## config.mk

```make
export PLATFORM = sky130hd
export DESIGN_NAME = winsamp_rx
export DESIGN_NICKNAME = d
export VERILOG_FILES = /design/src/rtl/winsamp_rx_pkg.sv /design/src/rtl/winsamp_rx_cond.sv /design/src/rtl/winsamp_rx_timer.sv /design/src/rtl/winsamp_rx_judge.sv /design/src/rtl/winsamp_rx.sv
export SDC_FILE = /design/constraint.sdc
export NUM_CORES = 1
export LEC_CHECK = 0
export BUFFER_PORTS_ARGS = -buffer_cell sky130_fd_sc_hd__buf_4
export CORE_MARGIN = 5
export CORE_UTILIZATION = 59
export DETAILED_ROUTE_END_ITERATION = 10
export PLACE_DENSITY = 0.92
export SLEW_MARGIN = 10
export SYNTH_ARGS = -nofsm -noshare
export SYNTH_HDL_FRONTEND = slang
export SYNTH_SLANG_ARGS = --single-unit
export TNS_END_PERCENT = 30
```

## constraint.sdc

```tcl
create_clock -name clk_i -period 6.1 [get_ports clk_i]
set_clock_uncertainty 0.05 [all_clocks]
set_input_delay 0.305 -clock clk_i [delete_from_list [all_inputs] [get_ports clk_i]]
set_output_delay 0.305 -clock clk_i [all_outputs]
set_load 0.005 [all_outputs]
```

## src/rtl/winsamp_rx_pkg.sv

```systemverilog
package winsamp_rx_pkg;

   typedef enum logic {
      ST_IDLE = 1'b0,
      ST_RECV = 1'b1
   } rx_state_e;

   function automatic logic maj3(input logic a, input logic b, input logic c);
      return (a & b) | (a & c) | (b & c);
   endfunction

endpackage

```

## src/rtl/winsamp_rx_cond.sv

```systemverilog
module winsamp_rx_cond
   import winsamp_rx_pkg::*;
#(
   parameter int SYNC_STAGES = 2,
   parameter bit HAS_FILTER  = 1'b1
) (
   input  logic clk_i,
   input  logic rst_ni,
   input  logic rx_i,
   input  logic filt_en_i,
   output logic line_o,
   output logic fall_o
);

   generate
      if (SYNC_STAGES < 2) begin : g_bad_sync
         $error("winsamp_rx_cond: SYNC_STAGES must be at least 2");
      end
   endgenerate

   logic [SYNC_STAGES-1:0] sync_q;
   logic                   synced;
   logic                   line_d;
   logic                   line_q;
   logic                   prev_q;

   always_ff @(posedge clk_i or negedge rst_ni) begin
      if (!rst_ni) sync_q <= '1;
      else         sync_q <= {sync_q[SYNC_STAGES-2:0], rx_i};
   end

   assign synced = sync_q[SYNC_STAGES-1];

   generate
      if (HAS_FILTER) begin : g_filt
         logic [1:0] hist_q;
         always_ff @(posedge clk_i or negedge rst_ni) begin
            if (!rst_ni) hist_q <= '1;
            else         hist_q <= {hist_q[0], synced};
         end
         assign line_d = filt_en_i ? maj3(synced, hist_q[0], hist_q[1]) : synced;
      end else begin : g_nofilt
         logic unused_filt;
         assign unused_filt = filt_en_i;
         assign line_d      = synced;
      end
   endgenerate

   always_ff @(posedge clk_i or negedge rst_ni) begin
      if (!rst_ni) begin
         line_q <= 1'b1;
         prev_q <= 1'b1;
      end else begin
         line_q <= line_d;
         prev_q <= line_q;
      end
   end

   assign line_o = line_q;
   assign fall_o = prev_q & ~line_q;

endmodule

```

## src/rtl/winsamp_rx_timer.sv

```systemverilog
module winsamp_rx_timer #(
   parameter int RATE_W = 16,
   parameter int SLOT_W = 4,
   parameter int BITS_W = 4
) (
   input  logic              clk_i,
   input  logic              rst_ni,
   input  logic              start_i,
   input  logic              run_i,
   input  logic [RATE_W-1:0] rate_i,
   output logic              tick_o,
   output logic [SLOT_W-1:0] slot_o,
   output logic [BITS_W-1:0] bit_idx_o
);

   logic [RATE_W-1:0] presc_q;
   logic [SLOT_W-1:0] slot_q;
   logic [BITS_W-1:0] bit_q;
   logic [RATE_W:0]   presc_inc;

   assign presc_inc = {1'b0, presc_q} + (RATE_W+1)'(1);
   assign tick_o    = run_i && (presc_inc >= {1'b0, rate_i});

   always_ff @(posedge clk_i or negedge rst_ni) begin
      if (!rst_ni) begin
         presc_q <= '0;
         slot_q  <= '0;
         bit_q   <= '0;
      end else if (start_i) begin
         presc_q <= '0;
         slot_q  <= '0;
         bit_q   <= '0;
      end else if (tick_o) begin
         presc_q <= '0;
         slot_q  <= slot_q + SLOT_W'(1);
         if (slot_q == '1) bit_q <= bit_q + BITS_W'(1);
      end else if (run_i) begin
         presc_q <= presc_q + RATE_W'(1);
      end
   end

   assign slot_o    = slot_q;
   assign bit_idx_o = bit_q;

endmodule

```

## src/rtl/winsamp_rx_judge.sv

```systemverilog
module winsamp_rx_judge #(
   parameter int SLOT_W = 4
) (
   input  logic              clk_i,
   input  logic              rst_ni,
   input  logic              start_i,
   input  logic              tick_i,
   input  logic [SLOT_W-1:0] slot_i,
   input  logic              line_i,
   input  logic [SLOT_W-1:0] win_lo_i,
   input  logic [SLOT_W-1:0] win_hi_i,
   output logic              done_o,
   output logic              val_o,
   output logic              err_o
);

   localparam int CNT_W = SLOT_W + 1;

   logic [CNT_W-1:0] hi_q, lo_q, hi_n, lo_n, span;
   logic             in_win;
   logic             take;

   assign in_win = (slot_i >= win_lo_i) && (slot_i <= win_hi_i);
   assign take   = tick_i && in_win;
   assign hi_n   = hi_q + CNT_W'(take && line_i);
   assign lo_n   = lo_q + CNT_W'(take && !line_i);
   assign span   = CNT_W'(win_hi_i) - CNT_W'(win_lo_i);

   assign done_o = tick_i && (slot_i == win_hi_i);
   assign val_o  = (hi_n >= lo_n);
   assign err_o  = !((hi_n > span) || (lo_n > span));

   always_ff @(posedge clk_i or negedge rst_ni) begin
      if (!rst_ni) begin
         hi_q <= '0;
         lo_q <= '0;
      end else if (start_i || done_o) begin
         hi_q <= '0;
         lo_q <= '0;
      end else begin
         hi_q <= hi_n;
         lo_q <= lo_n;
      end
   end

endmodule

```

## src/rtl/winsamp_rx.sv

```systemverilog
module winsamp_rx
   import winsamp_rx_pkg::*;
#(
   parameter int RATE_W      = 16,
   parameter int HOLD_W      = 16,
   parameter int BITS_W      = 4,
   parameter int SLOT_W      = 4,
   parameter int SYNC_STAGES = 2,
   parameter bit HAS_FILTER  = 1'b1
) (
   input  logic              clk_i,
   input  logic              rst_ni,
   input  logic              rx_i,
   input  logic [RATE_W-1:0] cfg_rate_i,
   input  logic [BITS_W-1:0] cfg_bits_i,
   input  logic [SLOT_W-1:0] cfg_win_lo_i,
   input  logic [SLOT_W-1:0] cfg_win_hi_i,
   input  logic              cfg_filter_i,
   input  logic              clr_i,
   output logic [HOLD_W-1:0] hold_o,
   output logic              ready_o,
   output logic              overflow_o,
   output logic              samp_err_o,
   output logic              rx_level_o
);

   localparam int MAX_BITS = 1 << BITS_W;

   generate
      if (HOLD_W < MAX_BITS) begin : g_bad_hold
         $error("winsamp_rx: HOLD_W must hold the largest frame");
      end
      if (SLOT_W < 2) begin : g_bad_slot
         $error("winsamp_rx: SLOT_W must be at least 2");
      end
   endgenerate

   logic              line;
   logic              fall;
   rx_state_e         state_q;
   logic              start;
   logic              run;
   logic              tick;
   logic [SLOT_W-1:0] slot;
   logic [BITS_W-1:0] bit_idx;
   logic              bit_done;
   logic              bit_val;
   logic              bit_err;
   logic [BITS_W-1:0] last_idx;
   logic              frame_done;
   logic [HOLD_W-1:0] shift_q, shift_n, hold_q;
   logic              ready_q, ovf_q, err_q;

   winsamp_rx_cond #(
      .SYNC_STAGES (SYNC_STAGES),
      .HAS_FILTER  (HAS_FILTER)
   ) u_cond (
      .clk_i     (clk_i),
      .rst_ni    (rst_ni),
      .rx_i      (rx_i),
      .filt_en_i (cfg_filter_i),
      .line_o    (line),
      .fall_o    (fall)
   );

   assign start = (state_q == ST_IDLE) && fall;
   assign run   = (state_q == ST_RECV);

   winsamp_rx_timer #(
      .RATE_W (RATE_W),
      .SLOT_W (SLOT_W),
      .BITS_W (BITS_W)
   ) u_timer (
      .clk_i     (clk_i),
      .rst_ni    (rst_ni),
      .start_i   (start),
      .run_i     (run),
      .rate_i    (cfg_rate_i),
      .tick_o    (tick),
      .slot_o    (slot),
      .bit_idx_o (bit_idx)
   );

   winsamp_rx_judge #(
      .SLOT_W (SLOT_W)
   ) u_judge (
      .clk_i    (clk_i),
      .rst_ni   (rst_ni),
      .start_i  (start),
      .tick_i   (tick),
      .slot_i   (slot),
      .line_i   (line),
      .win_lo_i (cfg_win_lo_i),
      .win_hi_i (cfg_win_hi_i),
      .done_o   (bit_done),
      .val_o    (bit_val),
      .err_o    (bit_err)
   );

   // a count of zero wraps to the last index of a full-length frame
   assign last_idx   = cfg_bits_i - BITS_W'(1);
   assign frame_done = bit_done && (bit_idx == last_idx);
   assign shift_n    = {bit_val, shift_q[HOLD_W-1:1]};

   always_ff @(posedge clk_i or negedge rst_ni) begin
      if (!rst_ni) begin
         state_q <= ST_IDLE;
      end else begin
         case (state_q)
            ST_IDLE: if (fall)       state_q <= ST_RECV;
            ST_RECV: if (frame_done) state_q <= ST_IDLE;
            default:                 state_q <= ST_IDLE;
         endcase
      end
   end

   always_ff @(posedge clk_i or negedge rst_ni) begin
      if (!rst_ni)       shift_q <= '0;
      else if (start)    shift_q <= '0;
      else if (bit_done) shift_q <= shift_n;
   end

   always_ff @(posedge clk_i or negedge rst_ni) begin
      if (!rst_ni)         hold_q <= '0;
      else if (frame_done) hold_q <= shift_n;
   end

   always_ff @(posedge clk_i or negedge rst_ni) begin
      if (!rst_ni) begin
         ready_q <= 1'b0;
         ovf_q   <= 1'b0;
         err_q   <= 1'b0;
      end else begin
         ready_q <= frame_done | (ready_q & ~clr_i);
         ovf_q   <= (ovf_q & ~clr_i) | (frame_done & ready_q & ~clr_i);
         err_q   <= (err_q & ~clr_i) | (bit_done & bit_err);
      end
   end

   assign hold_o     = hold_q;
   assign ready_o    = ready_q;
   assign overflow_o = ovf_q;
   assign samp_err_o = err_q;
   assign rx_level_o = line;

endmodule

```

After elaboration in Yosys (flattened, before gate mapping) --
Cells that the tools add are included.
Word-level totals: word-level logic and storage cells 83, flip-flop bits (word level) 76, output and inout port bits 20, input bits 33
Cells by class: muxes and demuxes 16, reduce and logical (&&, ||, !) cells 17, bitwise operators 18, add/subtract/negate cells 8, magnitude comparators 6, equality and inequality tests 3
Operators by type and width (count):
- $mux 16 | 5
- $mux 4 | 5
- $add 16x1->17 const B | 1
- $ge 17x16->1 | 1
- $add 16x1->16 const B | 1
- $add 5x1->5 | 2
- $and 1x1->1 | 10
- $gt 5x5->1 | 2
- $mux 5 | 2
- $add 4x1->4 const B | 2
- $eq 4x4->1 | 2
- $logic_and 1x1->1 | 8
- $reduce_bool 2->1 | 3
- $ge 5x5->1 | 1
- $or 1x1->1 | 5
- $sub 4x4->5 | 1
- $eq 4x4->1 const B | 1
- $ge 4x4->1 | 1
- $le 4x4->1 | 1
- $sub 4x1->4 const B | 1
- $mux 1 | 3
- $not 1->1 | 3
- $reduce_bool 3->1 | 1
- $logic_not 1->1 | 2
- other kinds (3) | 4

Depth between registers and ports, before layout --
Gate-level depths: netlist of the first run.
depth after elaboration 11, mapped depth 24, depth with buffers taken out 23

Modules after synthesis --
A second synthesis of the first run with hierarchy kept.
Unflattened totals: cells, all modules 479, area total of the unflattened synthesis 4840.9 um2
By module, submodules not included:
- winsamp_rx_timer | area an instance 2077.0 um2, seq. area each 600.6 um2, times used 1, cells each 240
- winsamp_rx | area an instance 1473.9 um2, seq. area each 875.8 um2, times used 1, cells each 106
- winsamp_rx_judge | area an instance 1102.3 um2, seq. area each 250.2 um2, times used 1, cells each 123
- winsamp_rx_cond | area an instance 187.7 um2, seq. area each 157.7 um2, times used 1, cells each 10

Worst setup path after synthesis of the first run --
OpenSTA, ideal clock, no wires.
path kind register to register, start reg u_timer.presc_q[0], end reg hold_q[15] (netlist: hold_o[15]), clock period less this slack 5028 ps, data required time 5925 ps, path slack 1072 ps, cell stages (with the launch flop) 23, arrival 4854 ps, path buffers 1, setup time 125 ps, cell sequence dfrtp_1 > ha_1 > nand3_2 > nor3_1 > nand4_1 > nor2_1 > xor2_1 > ha_1 > nand3_1 > or3_1 > a311o_1 > nand4_2 > buf_2 > o2111ai_1 > nor2_1 > ha_1 > ha_1 > xor2_1 > ha_1 > o21ai_0 > o21bai_1 > maj3_1 > mux2_2
On the way: cells in the longest elaborated chain, start to end 7, elaborated cells between the ends (all ways) 11, those cells by class add/sub: 3; order compare: 2; reduce/logical: 6
Ends and longest elaborated chain:
- from (decl) | RTL line winsamp_rx_timer.sv:16 | logic [RATE_W-1:0] presc_q;
- from (signal assigned) | RTL line winsamp_rx_timer.sv:38 | presc_q <= presc_q + RATE_W'(1);
- $add 16x1->17 (*) | RTL line winsamp_rx_timer.sv:21 | assign presc_inc = {1'b0, presc_q} + (RATE_W+1)'(1);
- $ge 17x16->1 (*) | RTL line winsamp_rx_timer.sv:22 | assign tick_o = run_i && (presc_inc >= {1'b0, rate_i});
- $logic_and 1x1->1 (*) | RTL line winsamp_rx_timer.sv:22
- $logic_and 1x1->1 | RTL line winsamp_rx_judge.sv:24 | assign take = tick_i && in_win;
- $logic_and 1x1->1, on equally long branches | RTL line winsamp_rx_judge.sv:25, winsamp_rx_judge.sv:26
- $add 5x1->5, on equally long branches | RTL line winsamp_rx_judge.sv:25, winsamp_rx_judge.sv:26
- $ge 5x5->1 | RTL line winsamp_rx_judge.sv:30 | assign val_o = (hi_n >= lo_n);
- to (signal assigned) | RTL line winsamp_rx.sv:125 | else if (frame_done) hold_q <= shift_n;
- to (decl) | RTL line winsamp_rx.sv:51 | logic [HOLD_W-1:0] shift_q, shift_n, hold_q;
Mark *: on every way between the ends. The rest lies on a longest branch, timed or not. A chain may end at the register's enable or synchronous reset.

Worst setup path after layout of the first run --
Same ends and word-level chain as after synthesis.

==> results of run 1 <==
-- kinds of logic (layout without fill, tap and decap cells) --
| group | after synthesis | count (layout) | share of synthesized area [%] |
|---|---|---|---|
| AO/OA/AOI/OAI | 103 | 103 | 14.38 |
| AND/OR/NAND/NOR | 141 | 141 | 15.63 |
| flip-flops | 75 | 75 | 40.95 |
| adder cells (fa/ha/maj) | 50 | 50 | 13.70 |
| XOR/XNOR | 29 | 29 | 5.519 |
| multiplexers | 17 | 17 | 4.704 |
| buffers and inverters | 59 | 112 | 5.111 |
-- sequential cells by signal, summed over array words and instances, names as in the netlist, 2 cells and up --
| register | cells |
|---|---|
| u_judge.hi_q | 5 |
| u_timer.slot_o | 4 |
| u_timer.presc_q | 16 |
| shift_q | 15 |
| hold_o | 16 |
| u_cond.sync_q | 2 |
| u_judge.lo_q | 5 |
| u_cond.g_filt.hist_q | 2 |
| u_timer.bit_idx_o | 4 |
-- through the flow --
stage / setup slack (ns) / total power [mW] / area [um^2]
2_1_floorplan: 1.072 / 0.7455 / 4602
3_3_place_gp: 1.044 / 0.8073 / 5057
3_5_place_dp: 0.7988 / 0.8238 / 5057
4_1_cts: 0.7483 / 1.174 / 5238
5_1_grt: 0.1519 / 1.239 / 5248
6_report: 0.7428 / 1.168 / 5248
-- worst paths after layout --
kind / start / to / slack [ns] / depth (start not counted)
min: rst_ni / u_judge.lo_q[2] / 0.04 / 1
max: u_timer.presc_q[0] / hold_o[15] / 0.74 / 21
max in group asynchronous: rst_ni / u_timer.presc_q[13] / 5.37 / 1
min in group clk_i: clr_i / overflow_o / 0.12 / 2
max reg2reg: u_timer.presc_q[0] / hold_o[15] / 0.74 / 21
min reg2reg: u_cond.sync_q[0] / u_cond.sync_q[1] / 0.31 / 0
-- synthesized netlist by cell type (6+ instances only) --
cell and number:
a21oi_1 34, a221o_1 7, a22o_1 7, clkbuf_1 11, dfrtp_1 69, dfstp_2 6, ha_1 48, inv_1 39
mux2_2 9, mux2_4 7, nand2_1 26, nand3_1 36, nand4_1 7, nor2_1 27, nor2b_1 9, nor3_1 15
o21ai_0 25, xnor2_1 20, xor2_1 9
-- layer usage --
metal	track usage [%]	part of all wire, %
met4	7.353	2.2
met2	35.10	51
met1	25.92	40
met5	0	0
met3	4.571	6.5
-- worst register-to-register path, cell delays in order, from the launching register on --
cell	delay (ns)
dfrtp_1	0.42
ha_1	0.27
nand3_2	0.17
nor3_1	0.35
nand4_1	0.27
nor2_1	0.24
xor2_1	0.10
ha_1	0.30
nand3_1	0.10
or3_1	0.41
a311o_1	0.32
nand4_2	0.13
o2111ai_1	0.16
nor2_1	0.14
ha_1	0.18
ha_1	0.19
xor2_1	0.25
ha_1	0.28
o21ai_0	0.19
o21bai_1	0.09
maj3_1	0.37
mux2_2	0.27
-- power groups by stage --
stage	clock network [mW]	logic, mW	registers (mW)
CTS	0.357	0.244	0.572
finish	0.353	0.242	0.573
detailed placement	0	0.242	0.581
global route	0.383	0.276	0.580
global placement	0	0.228	0.579
floorplan	0	0.176	0.570
-- layout make-up --
type                       instances  area share, %
inverter                          40          2.861
clock buffer                       9          2.361
timing repair buffer              56          8.059
tap                              102          2.432
multi-input combinational        340          47.31
clock inverter                     7          1.073
sequential                        75          35.91
-- timing repair --
| item | in CTS | in global routing |
|---|---|---|
| resized for setup | 0 | 0 |
| hold buffers | 0 | 1 |
| endpoints found under the hold margin | 0 | 1 |
-- placed cells by master (no fill, tap or decap), types with 9 or more instances in the layout --
| cell type | instances |
|---|---|
| nand2_1 | 26 |
| nand3_1 | 36 |
| xnor2_1 | 20 |
| dfrtp_1 | 69 |
| nor2b_1 | 9 |
| inv_1 | 39 |
| a21oi_1 | 34 |
| nor2_1 | 27 |
| ha_1 | 48 |
| buf_4 | 55 |
| mux2_2 | 9 |
| xor2_1 | 9 |
| nor3_1 | 15 |
| clkbuf_8 | 9 |
| o21ai_0 | 25 |
==> impl_metrics.json, run 1 <==
{
  "area_growth_pct": 14.03,
  "core.rowCount": 32,
  "synthDominantAreaCellType": "dfrtp_1",
  "multi_input_area_um2": 2482,
  "cap_violations": 0,
  "via_per_inst": 5.967,
  "rsz0062_at_grt": "no",
  "avgSynthCellArea_um2": 9.709,
  "die_y_um": 98.32,
  "fin_cells": 629,
  "clk_latency_ns": 0.35,
  "place_inst": 612,
  "hold_class": "input pin to async pin",
  "syn_inst": 474,
  "syn_nets": 556,
  "register_area_um2": 1884,
  "cts_sinks": 75,
  "ir_worst_vdd_uv": 159.7,
  "grt_pass1_wl_mm": 16.55,
  "cp_slowest_stage_delay_ns": 0.42,
  "detailedPlacementHpwl_mm": 7.147,
  "leakage_nw": 2.638,
  "finalNetCount": 604,
  "internal-power_mw": 0.8027,
  "critPathSlowestCell": "dfrtp_1",
  "slew_headroom_pct": 33.14,
  "ys_seq_area_share_pct": 40.95,
  "cpLargestDelayFamily": "simple AND/OR/NAND/NOR gates",
  "clkTransAtPathRegs_ns": 0.08,
  "min_period_ns": 5.357,
  "cp_data_required_time_ns": 6.28,
  "fillers": 564,
  "power.density_nw_per_um2": 222.6,
  "status": "finished clean",
  "critPathMaxFanout": 6,
  "die-width_um": 98.32,
  "synth_ff_type": "dfrtp_1",
  "switchingPower_mw": 0.3652,
  "switching_share_pct": 31.27,
  "ys_warn_count": 0,
  "report.final.hold_viol_count": 0,
  "setup_viol": 0,
  "antenna_found_initial": 0,
  "wl_mm": 9.701,
  "grt_pass1_vias": 3700,
  "cts_tree": "done",
  "dieArea_um2": 9666,
  "max_clock_freq_ghz": 0.1867,
  "crit_chain": "ha_1 > nand3_2 > nor3_1 > nand4_1 > nor2_1 > xor2_1 > ha_1 > nand3_1 > or3_1 > a311o_1 > nand4_2 > o2111ai_1 > nor2_1 > ha_1 > ha_1 > xor2_1 > ha_1 > o21ai_0 > o21bai_1 > maj3_1 > mux2_2",
  "path_buf_inv": 0,
  "h-tree-depth": 3,
  "seqPwrFrac_pct": 49.1,
  "synth_top_area_share_pct": 37.52,
  "gr-total-overflow": 0,
  "p_comb_share_pct": 20.7,
  "startpoint_type": "flop",
  "holdWs_ns": 0.03950,
  "drv_slew": 0,
  "io_buffers": 52,
  "drc": 0,
  "drt_iter0_markers": 215,
  "critical_path_arrival_ns": 5.54,
  "syn_area_um2": 4602,
  "pin_count": 53,
  "cts_made_buffers": 9,
  "core-area_um2": 7647,
  "final.setup.tns_ns": 0,
  "pwr-share-clk_pct": 30.2,
  "grt_use_total_pct": 20.66,
  "num_vias": 3753,
  "drive_gt1_share_pct": 19.73,
  "antenna_cells": 0,
  "final_util_pct": 68.62,
  "ys_top_cells_by_area": "dfrtp_1 38%, ha_1 13%, nand3_1 3.9%, xnor2_1 3.8%, a21oi_1 3.7%",
  "initial_core_util_pct": 60.18,
  "crit_path_end_kind": "flop",
  "synth-edff-count": 0,
  "synth_cell_types": 54,
  "post_drt_wl_per_cell_um": 15.42,
  "drt_first_pass_iters": 5,
  "postCtsSetupBuffers": 0,
  "ys_async_sr_fraction_pct": 100.0,
  "cts.path.max_buffers": 2,
  "cts-root-buf": "clkbuf_8",
  "cp_common_cell": "ha_1",
  "gp_congestion": 0.8858,
  "tightest_slew_ns": 0.9991,
  "synth_seq_cells": 75,
  "critPathKind": "flop to flop",
  "ant_nets": 0,
  "grt_max_degree": 76,
  "finalCritPeriodShare_pct": 87.82
}
(Power assumes the default switching activity.)
==> run 2: changes to the inputs <==
- BUFFER_PORTS_ARGS: -buffer_cell sky130_fd_sc_hd__buf_4 -> -buffer_cell sky130_fd_sc_hd__buf_2
- SYNTH_HIERARCHICAL: unset -> 1
==> impl_metrics.json, run 2 <==
{
  "detailedPlacementHpwl_mm": 6.763,
  "pin_count": 53,
  "synth-edff-count": 0,
  "initial_core_util_pct": 59.82,
  "crit_path_end_kind": "flop",
  "final_common_cell": "dfrtp_1",
  "core-area_um2": 8093,
  "syn_area_um2": 4841,
  "area_growth_pct": 10.57,
  "setup_viol": 0,
  "finalPower_mw": 1.210,
  "hold_buffers": 1,
  "die_y_um": 100.6,
  "drive_gt1_share_pct": 22.98,
  "drt_first_pass_iters": 4,
  "post_drt_wl_per_cell_um": 14.58,
  "r2r_slack_ns": 0.67,
  "antenna_found_initial": 0,
  "rr_worst_depth": 23,
  "status": "finished clean",
  "min_period_ns": 5.429,
  "cp_data_required_time_ns": 6.35,
  "synth_most_common_cell": "dfrtp_1",
  "power.density_nw_per_um2": 226.0,
  "ys_seq_area_share_pct": 38.92,
  "hold_class": "input pin to async pin",
  "layout_common_cells": "69 x dfrtp_1, 57 x nor2_1, 52 x buf_2, 49 x ha_1, 43 x inv_1",
  "ys_top_cells_by_area": "dfrtp_1 36%, ha_1 13%, mux2_2 4.4%, nor2_1 4.4%, mux2i_1 3.7%",
  "dieArea_um2": 10120,
  "grt_use_total_pct": 19.27,
  "cap_violations": 0,
  "ant_nets": 0,
  "leakage_nw": 2.811,
  "drt_iter0_markers": 127,
  "clkTransAtPathRegs_ns": 0.09,
  "antenna_cells": 0,
  "reg2reg_from": "u_timer/presc_q[0]",
  "synth_cell_types": 59,
  "critical_path_arrival_ns": 5.68,
  "grt_max_degree": 76,
  "final.setup.tns_ns": 0,
  "drc": 0,
  "grt_pass1_vias": 3600,
  "r2r-end": "samp_err_o",
  "slew_headroom_pct": 38.17,
  "critPathLaunch": "u_timer/presc_q[0]",
  "synthTopCellsByCount": "69 x dfrtp_1, 57 x nor2_1, 49 x ha_1",
  "drv_slew": 0,
  "post_cts_resized": 0,
  "rsz0062_at_grt": "no",
  "synthDominantAreaCellType": "dfrtp_1",
  "h-tree-depth": 3,
  "cts_made_buffers": 9,
  "cts_sinks": 75,
  "die-width_um": 100.6,
  "cts-root-buf": "clkbuf_8",
  "num_vias": 3558,
  "cts.path.max_buffers": 2,
  "avgSynthCellArea_um2": 10.11,
  "synth_top_area_share_pct": 35.67,
  "critPathMaxFanout": 22,
  "syn_nets": 562,
  "core.rowCount": 33,
  "finalNetCount": 609,
  "grt_pass1_wl_mm": 15.83,
  "cts_tree": "done",
  "via_per_inst": 5.594,
  "synth_seq_cells": 75,
  "ys_warn_count": 6,
  "report.final.hold_viol_count": 0,
  "critPathKind": "flop to flop",
  "critPathCapture": "samp_err_o",
  "synth_ff_type": "dfrtp_1",
  "max_clock_freq_ghz": 0.1842,
  "startpoint_type": "flop",
  "wl_mm": 9.271,
  "postCtsSetupBuffers": 0,
  "tightest_slew_ns": 0.9274,
  "syn_inst": 479,
  "ys_async_sr_fraction_pct": 100.0,
  "ir_worst_vdd_uv": 153.0,
  "gr-total-overflow": 0,
  "io_buffers": 52,
  "clk_latency_ns": 0.36,
  "gp_congestion": 0.9493,
  "finalCritPeriodShare_pct": 89.00
}
run 2: cell types whose count changed in the layout (fill, tap and decap cells not counted), moves of 5 or more:
cell,previous run,this run
buf_2,0,52
buf_4,55,6
nor2_1,27,57
mux2i_1,1,18
nand3_1,36,20
o21ai_0,25,9
a21oi_1,34,19
a32oi_1,0,12
mux2_2,9,19
nor3_1,15,5
a221o_1,7,0
nand2_1,26,19
xnor2_1,20,15
run 2: layer usage:
layer	GRT usage, %	up-vias	wire length (um)
met5	0	-	0
met4	7.772	0	240
met3	3.875	25	443
met2	32.86	91	4604
met1	23.85	1692	3983
li1	-	1750	-
run 2: critical path, cell delays in order, from the launching register on:
cell and delay (ns):
dfrtp_1 0.46, ha_1 0.28, nand4_1 0.16, nor3_1 0.35
nand4_1 0.20, xnor2_1 0.16, ha_1 0.29, nand3_1 0.11
or3_4 0.41, o31a_1 0.30, buf_4 0.21, nand2_1 0.11
nor3b_1 0.19, nor2_1 0.09, nor3b_2 0.15, ha_1 0.21
ha_1 0.22, nand3_1 0.15, xnor2_2 0.25, ha_1 0.29
a21boi_1 0.14, o32a_1 0.33, a21oi_1 0.12, a22o_1 0.13
run 2: layout make-up:
cell class              instances  area [um^2]
clock buffers                   9        123.9
multi-input cells             338         2649
well taps                     105        131.4
clock inverters                 7        87.58
flip-flops and latches         75         1884
inverters                      43        161.4
repair buffers                 59        315.3
fillers                       637         2740
run 2: worst min path at each step:
stage                                start          endpoint  cells after the start
after global placement    u_cond/sync_q[0]  u_cond/sync_q[1]                      0
after detailed placement  u_cond/sync_q[0]  u_cond/sync_q[1]                      0
final                               rst_ni         hold_o[6]                      2
after CTS                           rst_ni         hold_o[6]                      2
after global routing                rst_ni         hold_o[7]                      2
after floorplan                     rst_ni         hold_o[0]                      0
run 2: cell families (layout without fill, tap and decap cells):
group / after synthesis / after routing / synth area share, %
buffers and inverters: 66 / 118 / 6.410
AND/OR/NAND/NOR: 146 / 146 / 15.69
flip-flops: 75 / 75 / 38.92
multiplexers: 46 / 46 / 10.78
AO/OA/AOI/OAI: 68 / 68 / 9.744
XOR/XNOR: 28 / 28 / 5.376
adder cells (fa/ha/maj): 50 / 50 / 13.08
run 2: power by group:
part           total [mW]  internal [mW]  switching, mW  leakage, nW
registers           0.576          0.527         0.0488         1.00
logic               0.226          0.111          0.115         1.70
clock network       0.408          0.200          0.209        0.109
run 2: stage by stage:
stage	setup slack, ns	hold slack [ns]	instance area (um^2)	cells	utilization, %
3_5_place_dp	0.7413	0.3000	5131	619	63.40
6_report	0.6711	0.1103	5353	636	66.14
3_3_place_gp	0.9688	0.2983	5131	619	63.40
2_1_floorplan	1.138	-0.04059	4841	479	-
4_1_cts	0.6737	0.1368	5353	636	66.14
5_1_grt	0.1284	0.1878	5353	636	66.14
==> run 3: changes to the inputs <==
- REMOVE_ABC_BUFFERS: unset -> 1
==> impl_metrics.json, run 3 (synthesized netlist as in run 2, its figures left out) <==
{
  "status": "finished clean",
  "die-width_um": 100.6,
  "cp_data_required_time_ns": 6.33,
  "ant_nets": 0,
  "report.final.hold_viol_count": 0,
  "finalNetCount": 607,
  "initial_core_util_pct": 59.82,
  "cts.path.max_buffers": 2,
  "rsz0062_at_grt": "no",
  "slew_headroom_pct": 31.51,
  "clk_latency_ns": 0.35,
  "ir_worst_vdd_uv": 141.1,
  "core-area_um2": 8093,
  "cts_made_buffers": 9,
  "wl_mm": 9.606,
  "final.setup.tns_ns": 0,
  "cts_sinks": 75,
  "pwr-share-clk_pct": 28.1,
  "gr-total-overflow": 0,
  "cts-root-buf": "clkbuf_8",
  "min_period_ns": 5.542,
  "drc": 0,
  "startpoint_type": "flop",
  "tightest_slew_ns": 1.024,
  "postCtsSetupBuffers": 0,
  "wl_met1_mm": 3.989,
  "fillers": 626,
  "die_y_um": 100.6,
  "dieArea_um2": 10120,
  "drt_first_pass_iters": 4,
  "power.density_nw_per_um2": 212.5,
  "io_buffers": 52,
  "antenna_cells": 0,
  "wl_met3_um": 533,
  "switchingPower_mw": 0.3420,
  "critPathKind": "flop to flop",
  "final_common_cell": "dfrtp_1",
  "crit_path_end_kind": "flop",
  "setup_viol": 0,
  "leakage_nw": 2.766,
  "internal-power_mw": 0.7815,
  "holdWs_ns": 0.1151,
  "seqPwrFrac_pct": 51.3,
  "grt_pass1_wl_mm": 16.36,
  "detailedPlacementHpwl_mm": 6.972,
  "layout_common_cells": "69 x dfrtp_1, 57 x nor2_1, 52 x buf_2, 49 x ha_1, 43 x inv_1",
  "via_per_inst": 5.672,
  "switching_share_pct": 30.44,
  "max_clock_freq_ghz": 0.1805,
  "area_growth_pct": 9.227,
  "h-tree-depth": 3,
  "p_comb_share_pct": 20.7,
  "grt_use_total_pct": 19.80,
  "cts_tree": "done",
  "topRoutingLayerUsed": "met4",
  "drt_iter0_markers": 179,
  "antenna_found_initial": 0,
  "core.rowCount": 33,
  "dr_wl_met2_mm": 4.897,
  "hold_class": "input pin to async pin",
  "gp_congestion": 0.9489,
  "drive_gt1_share_pct": 22.39,
  "cap_violations": 0,
  "grt_pass1_vias": 3640,
  "finalCritPeriodShare_pct": 90.85,
  "grt_max_degree": 76,
  "clkTransAtPathRegs_ns": 0.07,
  "post_drt_wl_per_cell_um": 15.20,
  "num_vias": 3585,
  "critPathMaxFanout": 22,
  "drv_slew": 0,
  "post_cts_resized": 0,
  "pin_count": 53,
  "critical_path_arrival_ns": 5.78
}
-- run 3: area by class of cell --
cell class	count	area [um^2]	area share, %
multi-input cells	338	2654	50.19
flip-flops and latches	75	1884	35.64
repair buffers	57	300.3	5.679
inverters	43	161.4	3.053
well taps	105	131.4	2.485
clock buffers	9	123.9	2.343
clock inverters	5	32.53	0.6152
-- run 3: worst paths after layout --
kind,from,to,slack (ns),cells after the start
min in group clk_i,clr_i,samp_err_o,0.23,3
max in group asynchronous,rst_ni,u_timer/slot_o[2],5.30,2
worst max-delay path,u_timer/presc_q[0],samp_err_o,0.56,24
worst max register to register,u_timer/presc_q[0],samp_err_o,0.56,24
worst min-delay path,rst_ni,hold_o[8],0.12,2
worst min register to register,u_cond/sync_q[0],u_cond/sync_q[1],0.31,0
-- run 3: power by group through the flow --
stage / sequential, mW / clock [mW] / combinational (mW)
final: 0.576 / 0.315 / 0.232
after global routing: 0.581 / 0.347 / 0.266
after detailed placement: 0.585 / 0 / 0.231
after CTS: 0.575 / 0.323 / 0.234
after floorplan: 0.573 / 0 / 0.167
after global placement: 0.580 / 0 / 0.213
-- run 3: repair_timing --
| item | CTS | global route |
|---|---|---|
| setup endpoints to repair | 0 | 0 |
| hold endpoints to repair | 1 | 0 |
| hold buffers | 1 | 0 |
-- run 3: layer usage --
metal	vias to the layer above	GRT usage, %
li1	1736	-
met1	1718	23.68
met2	111	35.09
met3	20	4.360
met4	0	6.632
met5	-	0
-- run 3: critical path, stage by stage (launching register included) --
cell,delay [ns]
dfrtp_1,0.46
ha_1,0.29
nand4_1,0.18
nor3_1,0.35
nand4_1,0.19
xnor2_1,0.16
ha_1,0.30
nand3_1,0.11
or3_4,0.41
o31a_1,0.30
buf_4,0.21
nand2_1,0.10
nor3b_1,0.17
nor2_1,0.09
nor3b_2,0.17
ha_1,0.21
ha_1,0.22
nand3_1,0.14
xnor2_2,0.24
ha_1,0.29
nand4_1,0.15
nor2_1,0.08
o32a_1,0.32
a21oi_1,0.16
a22o_1,0.14
-- run 3: per-stage QoR --
step	std cells	utilization (%)	cell area, um^2	setup WS (ns)	total power, mW
2_1_floorplan	456	-	4692	0.4460	0.7400
3_3_place_gp	617	63.28	5121	0.9408	0.7924
3_5_place_dp	617	63.28	5121	0.7155	0.8153
4_1_cts	632	65.34	5288	0.5896	1.132
5_1_grt	632	65.34	5288	0.1490	1.195
6_report	632	65.34	5288	0.5583	1.124
